==> config.mk <==
export PLATFORM = sky130hd
export DESIGN_NAME = ftsram
export DESIGN_NICKNAME = d
export VERILOG_FILES = /design/src/rtl/ftsram_pkg.sv /design/src/rtl/ftsram_cmd.sv /design/src/rtl/ftsram_wbuf.sv /design/src/rtl/ftsram_array.sv /design/src/rtl/ftsram.sv
export SDC_FILE = /design/constraint.sdc
export NUM_CORES = 2
export LEC_CHECK = 0
export ABC_AREA = 1
export CAP_MARGIN = 20
export CORE_MARGIN = 2
export CORE_UTILIZATION = 50
export CTS_CLUSTER_SIZE = 12
export DETAILED_ROUTE_END_ITERATION = 10
export DONT_BUFFER_PORTS = 1
export MAX_ROUTING_LAYER = met4
export PLACE_DENSITY_LB_ADDON = 0.2
export SLEW_MARGIN = 10
export SYNTH_ARGS = -nofsm -noshare
export SYNTH_HDL_FRONTEND = slang
export SYNTH_SLANG_ARGS = --single-unit
export TNS_END_PERCENT = 100
==> constraint.sdc <==
create_clock -name clk -period 6.2 [get_ports clk]
set_clock_uncertainty 0.15 [all_clocks]
set_input_delay 1.24 -clock clk [delete_from_list [all_inputs] [get_ports clk]]
set_output_delay 1.24 -clock clk [all_outputs]
set_load 0.02 [all_outputs]
==> src/rtl/ftsram_pkg.sv <==
package ftsram_pkg;
   typedef enum logic {ORD_LINEAR = 1'b0, ORD_XOR = 1'b1} order_e;

   function automatic logic [1:0] burst_step(input logic [1:0] start,
                                             input logic [1:0] cnt,
                                             input order_e     ord);
      return (ord == ORD_XOR) ? (start ^ cnt) : (start + cnt);
   endfunction
endpackage

==> src/rtl/ftsram_cmd.sv <==
module ftsram_cmd
   import ftsram_pkg::*;
#(
   parameter int ADDR_W = 6,
   parameter int LANES  = 4
) (
   input  logic              clk,
   input  logic              rst_n,
   input  logic              step,
   input  logic              adv,
   input  logic              sel,
   input  logic              we_n,
   input  logic              mode,
   input  logic [ADDR_W-1:0] addr,
   input  logic [LANES-1:0]  byte_en_n,
   output logic              act_valid,
   output logic              act_wr,
   output logic [ADDR_W-1:0] act_addr,
   output logic [LANES-1:0]  act_mask
);
   logic [ADDR_W-1:0] base_q;
   logic [1:0]        cnt_q;
   order_e            ord_q;

   always_ff @(posedge clk or negedge rst_n) begin
      if (!rst_n) begin
         act_valid <= 1'b0;
         act_wr    <= 1'b0;
         base_q    <= '0;
         cnt_q     <= '0;
         ord_q     <= ORD_LINEAR;
         act_mask  <= '0;
      end else if (step) begin
         act_mask <= ~byte_en_n;
         if (!adv) begin
            act_valid <= sel;
            act_wr    <= ~we_n;
            base_q    <= addr;
            cnt_q     <= 2'd0;
            ord_q     <= order_e'(mode);
         end else if (act_valid) begin
            cnt_q <= cnt_q + 2'd1;
         end
      end
   end

   assign act_addr = {base_q[ADDR_W-1:2], burst_step(base_q[1:0], cnt_q, ord_q)};
endmodule

==> src/rtl/ftsram_wbuf.sv <==
module ftsram_wbuf #(
   parameter int ADDR_W = 6,
   parameter int LANES  = 4,
   parameter int DATA_W = 36
) (
   input  logic              clk,
   input  logic              rst_n,
   input  logic              step,
   input  logic              act_valid,
   input  logic              act_wr,
   input  logic [ADDR_W-1:0] act_addr,
   input  logic [LANES-1:0]  act_mask,
   input  logic [DATA_W-1:0] din,
   output logic              commit,
   output logic              pend_valid,
   output logic [ADDR_W-1:0] pend_addr,
   output logic [LANES-1:0]  pend_mask,
   output logic [DATA_W-1:0] pend_data
);
   logic take;
   assign take   = step & act_valid & act_wr;
   assign commit = take & pend_valid;

   always_ff @(posedge clk or negedge rst_n) begin
      if (!rst_n) begin
         pend_valid <= 1'b0;
         pend_addr  <= '0;
         pend_mask  <= '0;
         pend_data  <= '0;
      end else if (take) begin
         pend_valid <= 1'b1;
         pend_addr  <= act_addr;
         pend_mask  <= act_mask;
         pend_data  <= din;
      end
   end
endmodule

==> src/rtl/ftsram_array.sv <==
module ftsram_array #(
   parameter int ADDR_W = 6,
   parameter int LANES  = 4,
   parameter int LANE_W = 9
) (
   input  logic                    clk,
   input  logic                    we,
   input  logic [ADDR_W-1:0]       waddr,
   input  logic [LANES-1:0]        wmask,
   input  logic [LANES*LANE_W-1:0] wdata,
   input  logic [ADDR_W-1:0]       raddr,
   output logic [LANES*LANE_W-1:0] rdata
);
   localparam int DEPTH = 1 << ADDR_W;

   for (genvar g = 0; g < LANES; g++) begin : g_lane
      logic [LANE_W-1:0] mem [DEPTH];
      always_ff @(posedge clk) begin
         if (we && wmask[g]) mem[waddr] <= wdata[g*LANE_W +: LANE_W];
      end
      assign rdata[g*LANE_W +: LANE_W] = mem[raddr];
   end
endmodule

==> src/rtl/ftsram.sv <==
module ftsram #(
   parameter int ADDR_W = 6,
   parameter int LANES  = 4,
   parameter int LANE_W = 9
) (
   input  logic                    clk,
   input  logic                    rst_n,
   input  logic                    clk_en,
   input  logic                    sleep,
   input  logic                    adv,
   input  logic                    cs1_n,
   input  logic                    cs2,
   input  logic                    cs3_n,
   input  logic                    we_n,
   input  logic [LANES-1:0]        byte_en_n,
   input  logic                    mode,
   input  logic                    oe_n,
   input  logic [ADDR_W-1:0]       addr,
   input  logic [LANES*LANE_W-1:0] dq_in,
   output logic [LANES*LANE_W-1:0] dq_out,
   output logic                    dq_oe
);
   localparam int DATA_W = LANES * LANE_W;

   if (!(LANES == 2 || LANES == 4 || LANES == 8)) begin : g_bad_lanes
      $error("ftsram: LANES must be 2, 4 or 8");
   end
   if (ADDR_W < 2) begin : g_bad_addr
      $error("ftsram: ADDR_W must cover the 2-bit burst field");
   end
   if (LANE_W < 2) begin : g_bad_lane_w
      $error("ftsram: LANE_W must hold data plus parity");
   end

   logic              step, sel;
   logic              act_valid, act_wr;
   logic [ADDR_W-1:0] act_addr;
   logic [LANES-1:0]  act_mask;
   logic              commit, pend_valid;
   logic [ADDR_W-1:0] pend_addr;
   logic [LANES-1:0]  pend_mask;
   logic [DATA_W-1:0] pend_data, arr_q;
   logic              hit;

   assign step = clk_en & ~sleep;
   assign sel  = ~cs1_n & cs2 & ~cs3_n;

   ftsram_cmd #(.ADDR_W(ADDR_W), .LANES(LANES)) u_cmd (
      .clk(clk), .rst_n(rst_n), .step(step), .adv(adv), .sel(sel),
      .we_n(we_n), .mode(mode), .addr(addr), .byte_en_n(byte_en_n),
      .act_valid(act_valid), .act_wr(act_wr), .act_addr(act_addr),
      .act_mask(act_mask)
   );

   ftsram_wbuf #(.ADDR_W(ADDR_W), .LANES(LANES), .DATA_W(DATA_W)) u_wbuf (
      .clk(clk), .rst_n(rst_n), .step(step), .act_valid(act_valid),
      .act_wr(act_wr), .act_addr(act_addr), .act_mask(act_mask),
      .din(dq_in), .commit(commit), .pend_valid(pend_valid),
      .pend_addr(pend_addr), .pend_mask(pend_mask), .pend_data(pend_data)
   );

   ftsram_array #(.ADDR_W(ADDR_W), .LANES(LANES), .LANE_W(LANE_W)) u_arr (
      .clk(clk), .we(commit), .waddr(pend_addr), .wmask(pend_mask),
      .wdata(pend_data), .raddr(act_addr), .rdata(arr_q)
   );

   assign hit = pend_valid && (pend_addr == act_addr);

   for (genvar g = 0; g < LANES; g++) begin : g_fwd
      assign dq_out[g*LANE_W +: LANE_W] = (hit && pend_mask[g])
         ? pend_data[g*LANE_W +: LANE_W] : arr_q[g*LANE_W +: LANE_W];
   end

   assign dq_oe = act_valid & ~act_wr & ~oe_n & ~sleep;
endmodule

==> impl_summary.txt <==
----------------------------------------------------
[GRT]
  Antenna violations before repair ... 37
  Maximum number of pins on one net before global-route repair ... 240
  Aggregate global routing overflow ... 0
  Global routing usage summed across all routing layers ... 29.67%
  Wire length of the first global-routing pass ... 427,700 µm
  Vias in the first global route ... 60,700

[Clock tree]
  Sink Count ... 2,366
  CTS clk-pin slew, worst paths ... 0.06 ns
  Number of buffers between clock root and the deepest sink ... 3
  PostCTS Resize Cnt ... 0
  Clock buffers created by TritonCTS ... 233
  Clk root buf ... sky130_fd_sc_hd__clkbuf_16
  TritonCTS clock tree ... yes
  Source-to-sink clock delay at the later pin of the worst-skew pair ... 0.89 ns
  Count of H-tree levels built during CTS ... 4

[Hold path]
  Kind of path behind the tightest hold check ... input port to async pin

[Power and ir drop]
  Maximum VDD drop ... 369.3 µV
  Static Leakage ... 0.03924 µW
  PD cells ... 422.4 mW/mm²

[Setup path]
  Register-to-register setup slack ... 2.06 ns
  Critical path type ... register to output port
  Worst path required time ... 4.81 ns
  Critical path capture point type ... output port
  Critical path's slowest cell ... sky130_fd_sc_hd__ha_4
  Endpoint of the lowest-slack register-to-register path ... u_arr.g_lane[0].mem[46][2]
  Startpoint Class ... register
  Top cell by count, worst path ... sky130_fd_sc_hd__nand3_1
  CP max FO ... 239
  Number of cells on the worst reg-to-reg path ... 4
  Largest stage delay on the critical path ... 0.64 ns
  Launch point of the worst reg-to-reg path ... u_wbuf.pend_addr[1]
  Cell chain of the critical path ... ha_4 -> inv_16 -> buf_12 -> a21boi_0 -> nand3_1 -> nand3_1 -> nand3_1 -> nand3_1 -> nand3_1 -> nand3_1 -> nand2_1 -> buf_12
  Crit. Startpoint ... u_cmd.cnt_q[0]
  Arrival time of the worst setup path ... 4.78 ns

[Floorplan]
  Die Footprint ... 0.2019 mm²
  Number of standard-cell rows in the floorplan ... 163
  Horiz. Die Dim ... 449.4 µm
  Starting density of the core ... 50.29%
  Core box area ... 0.1972 mm²
  Number of top-level pins ... 94
  Vert. Die Dim ... 449.4 µm

[Detailed routing]
  DRT Pass-1 Iters ... 9
  Routed length on met3 ... 31,920 µm
  Top routing layer in use ... met4
  Detail Route met2 WL ... 132,700 µm
  Via count ... 64,970
  Number of DRC markers after the initial detailed-route iteration ... 9,194
  Detailed-route vias per instance ... 5.920
  DRC errors left ... 0
  Number of antenna-violating nets in the routed design ... 0
  Total wirelength of the detailed-routed design ... 295,700 µm
  Average wire length per cell after detail routing ... 26.94 µm
  Met1 WL ... 118,700 µm

[Placement]
  Placed cells ... 10,510
  IO Port Bufs ... 0
  Placer congestion estimate ... 0.8858
  HPWL Detailed ... 170,000 µm

[STA]
  Worst Max-Slew Pin Slew ... 1.275 ns
  Final setup violating endpoints ... 0
  Portion of the clock cycle consumed by the worst path in the final layout ... 99.52%
  Final hold violation count ... 0
  Setup TNS ... 0 ns
  Worst-case headroom to the max-slew limit ... 15.01%
  Final period demand of the worst path ... 6.170 ns
  Pins over their slew limit ... 0
  Max Clk Rate ... 0.1621 GHz
  Unrepaired setup endpoints after global routing ... false

[Cells and area]
  Area Overhead vs Synth ... 10.05%
  Footprint of the multi-input gates ... 0.02510 mm²
  Reg area ... 0.07080 mm²
  Non-Filler Instances ... 10,980
  Filler Cells Inserted ... 16,130
  Number of nets in the finished design ... 8,177
  Post-Route Utilization ... 55.34%
  Fraction of final layout cells sized beyond drive strength 1 ... 7.204%

[Synthesis]
  Area leader, netlist ... sky130_fd_sc_hd__edfxtp_1
  Leading post-synthesis cells by cell area ... sky130_fd_sc_hd__edfxtp_1 70%, sky130_fd_sc_hd__nand2_1 7.3%, sky130_fd_sc_hd__nand3_1 6.5%
  Syn nets ... 8,283
  Number of distinct library cells after synthesis ... 36
  Synthesized area divided by synthesized cell count ... 12.06 µm²
  Mapped Area ... 0.09917 mm²
  Synthesis warning total ... 0
  Flops & latches, synth ... 2,366
  Instance count of the mapped netlist ... 8,225
  Seq/Total Area, Yosys ... 71.33%
  Fraction of synthesized cell area taken by the top area cell type ... 69.76%

[Status]
  Result of the run ... completed

[Job]
  Max capacitance violation total ... 0

----------------------------------------------------
cell families (layout without fill, tap and decap cells):
logic type      count (synthesis)  count (layout)  share of synthesized area, %
compound gates                746             746                         4.732
xor+xnor                        1               1                      0.008833
fa+ha+maj                       1               1                       0.01261
buf+inv                       773             835                         3.419
flops                        2366            2366                         71.33
mux                           306             306                         3.139
other cells                     0              48                             0
simple gates                 4032            4032                         17.36
power by group:
group / total (µW) / switching, µW / internal (µW)
logic: 13300 / 9830 / 3480
registers: 19700 / 398 / 19300
clock network: 13100 / 5870 / 7210
stage by stage:
| stage | hold slack (ns) | total power [µW] | setup slack [ns] | area, µm² |
|---|---|---|---|---|
| 6_report | 0.07638 | 46100 | 0.03002 | 109100 |
| 5_1_grt | 0.09106 | 47820 | 0.02379 | 109100 |
| 4_1_cts | 0.04577 | 46060 | 0.1621 | 108900 |
| 3_5_place_dp | 0.3354 | 33170 | 1.128 | 102100 |
| 3_3_place_gp | 0.3265 | 33050 | 1.079 | 102000 |
| 2_1_floorplan | 0.2946 | 28130 | 2.638 | 99170 |
cell usage in the layout (no fill, tap or decap), types with 26 or more instances in the layout:
cell / n
sky130_fd_sc_hd__edfxtp_1: 2304
sky130_fd_sc_hd__nand2_1: 1915
sky130_fd_sc_hd__nand3_1: 1284
sky130_fd_sc_hd__nor2_1: 678
sky130_fd_sc_hd__a21boi_0: 353
sky130_fd_sc_hd__mux2i_1: 266
sky130_fd_sc_hd__o21ai_0: 248
sky130_fd_sc_hd__clkbuf_16: 238
sky130_fd_sc_hd__inv_1: 216
sky130_fd_sc_hd__buf_4: 159
sky130_fd_sc_hd__clkbuf_1: 91
sky130_fd_sc_hd__a21oi_1: 89
sky130_fd_sc_hd__nand3b_1: 72
sky130_fd_sc_hd__diode_2: 48
sky130_fd_sc_hd__mux2_2: 40
sky130_fd_sc_hd__buf_12: 40
sky130_fd_sc_hd__dfrtp_2: 37
sky130_fd_sc_hd__and2_0: 36
sky130_fd_sc_hd__clkinv_1: 36
sky130_fd_sc_hd__o211ai_1: 29
sky130_fd_sc_hd__o21ai_1: 26
flip-flops by register name (all words and copies together) (netlist names):
register           cells
u_wbuf.pend_valid      1
u_cmd.base_q           6
u_cmd.ord_q            1
u_cmd.act_valid        1
u_arr.g_lane.mem    2304
u_cmd.act_wr           1
u_wbuf.pend_mask       4
u_wbuf.pend_addr       6
u_wbuf.pend_data      36
u_cmd.cnt_q            2
u_cmd.act_mask         4
how the worst max path moves through the flow:
stage,end,slack [ns],depth (start not counted)
final,dq_out[18],0.03,12
after floorplan,dq_out[0],2.64,13
after CTS,dq_out[18],0.16,14
after detailed placement,dq_out[18],1.13,14
after global placement,dq_out[18],1.08,14
after global routing,dq_out[18],0.02,14
metal layers:
metal,GRT usage (%),vias to the layer above
met5,-,-
met4,11.95,0
li1,-,28870
met1,40.88,32050
met2,43.14,3498
met3,6.291,552
final cells by class:
| cell class | count | area share [%] |
|---|---|---|
| Antenna cell | 48 | 0.1101 |
| Inverter | 229 | 0.8357 |
| Clock inverter | 59 | 0.3095 |
| Tap cell | 2640 | 3.026 |
| Multi-Input combinational cell | 5086 | 23.00 |
| Clock buffer | 344 | 5.959 |
| Timing Repair Buffer | 203 | 1.894 |
| Sequential cell | 2366 | 64.86 |
repair_timing:
item | 4_1_cts | 5_1_grt
endpoints found under the hold margin | 62 | 0
hold buffers | 1 | 0
buffers inserted | 0 | 0
critical path: cells and delay by family, from the launching register on:
family | cells | cell delay (ns)
simple gates | 7 | 1.13
fa+ha+maj | 1 | 0.64
compound gates | 1 | 0.24
buf+inv | 3 | 0.98
flops | 1 | 0.43
synthesized netlist by cell type:
cell	n
sky130_fd_sc_hd__edfxtp_1	2304
sky130_fd_sc_hd__nand2_1	1922
sky130_fd_sc_hd__nand3_1	1284
sky130_fd_sc_hd__nor2_1	679
sky130_fd_sc_hd__a21boi_0	353
sky130_fd_sc_hd__mux2i_1	266
sky130_fd_sc_hd__o21ai_0	248
sky130_fd_sc_hd__inv_1	217
sky130_fd_sc_hd__clkbuf_1	208
sky130_fd_sc_hd__buf_2	187
sky130_fd_sc_hd__buf_1	102
sky130_fd_sc_hd__a21oi_1	89
sky130_fd_sc_hd__nand3b_1	72
sky130_fd_sc_hd__dfrtp_1	62
sky130_fd_sc_hd__mux2_2	40
sky130_fd_sc_hd__and2_0	36
sky130_fd_sc_hd__buf_4	32
sky130_fd_sc_hd__o211ai_1	29
sky130_fd_sc_hd__o21ai_1	26
sky130_fd_sc_hd__nor3_1	16
sky130_fd_sc_hd__buf_6	15
sky130_fd_sc_hd__or2_2	9
sky130_fd_sc_hd__inv_2	7
sky130_fd_sc_hd__clkinv_4	4
sky130_fd_sc_hd__nand2_4	4
sky130_fd_sc_hd__or2_0	3
sky130_fd_sc_hd__or2_1	2
sky130_fd_sc_hd__ha_1	1
sky130_fd_sc_hd__inv_4	1
sky130_fd_sc_hd__nand2_2	1
sky130_fd_sc_hd__nand3_2	1
sky130_fd_sc_hd__nand4_1	1
sky130_fd_sc_hd__nor4_1	1
sky130_fd_sc_hd__nor4_4	1
sky130_fd_sc_hd__o2111ai_1	1
sky130_fd_sc_hd__xor2_1	1
No activity file was read; power rests on OpenSTA's default activity.
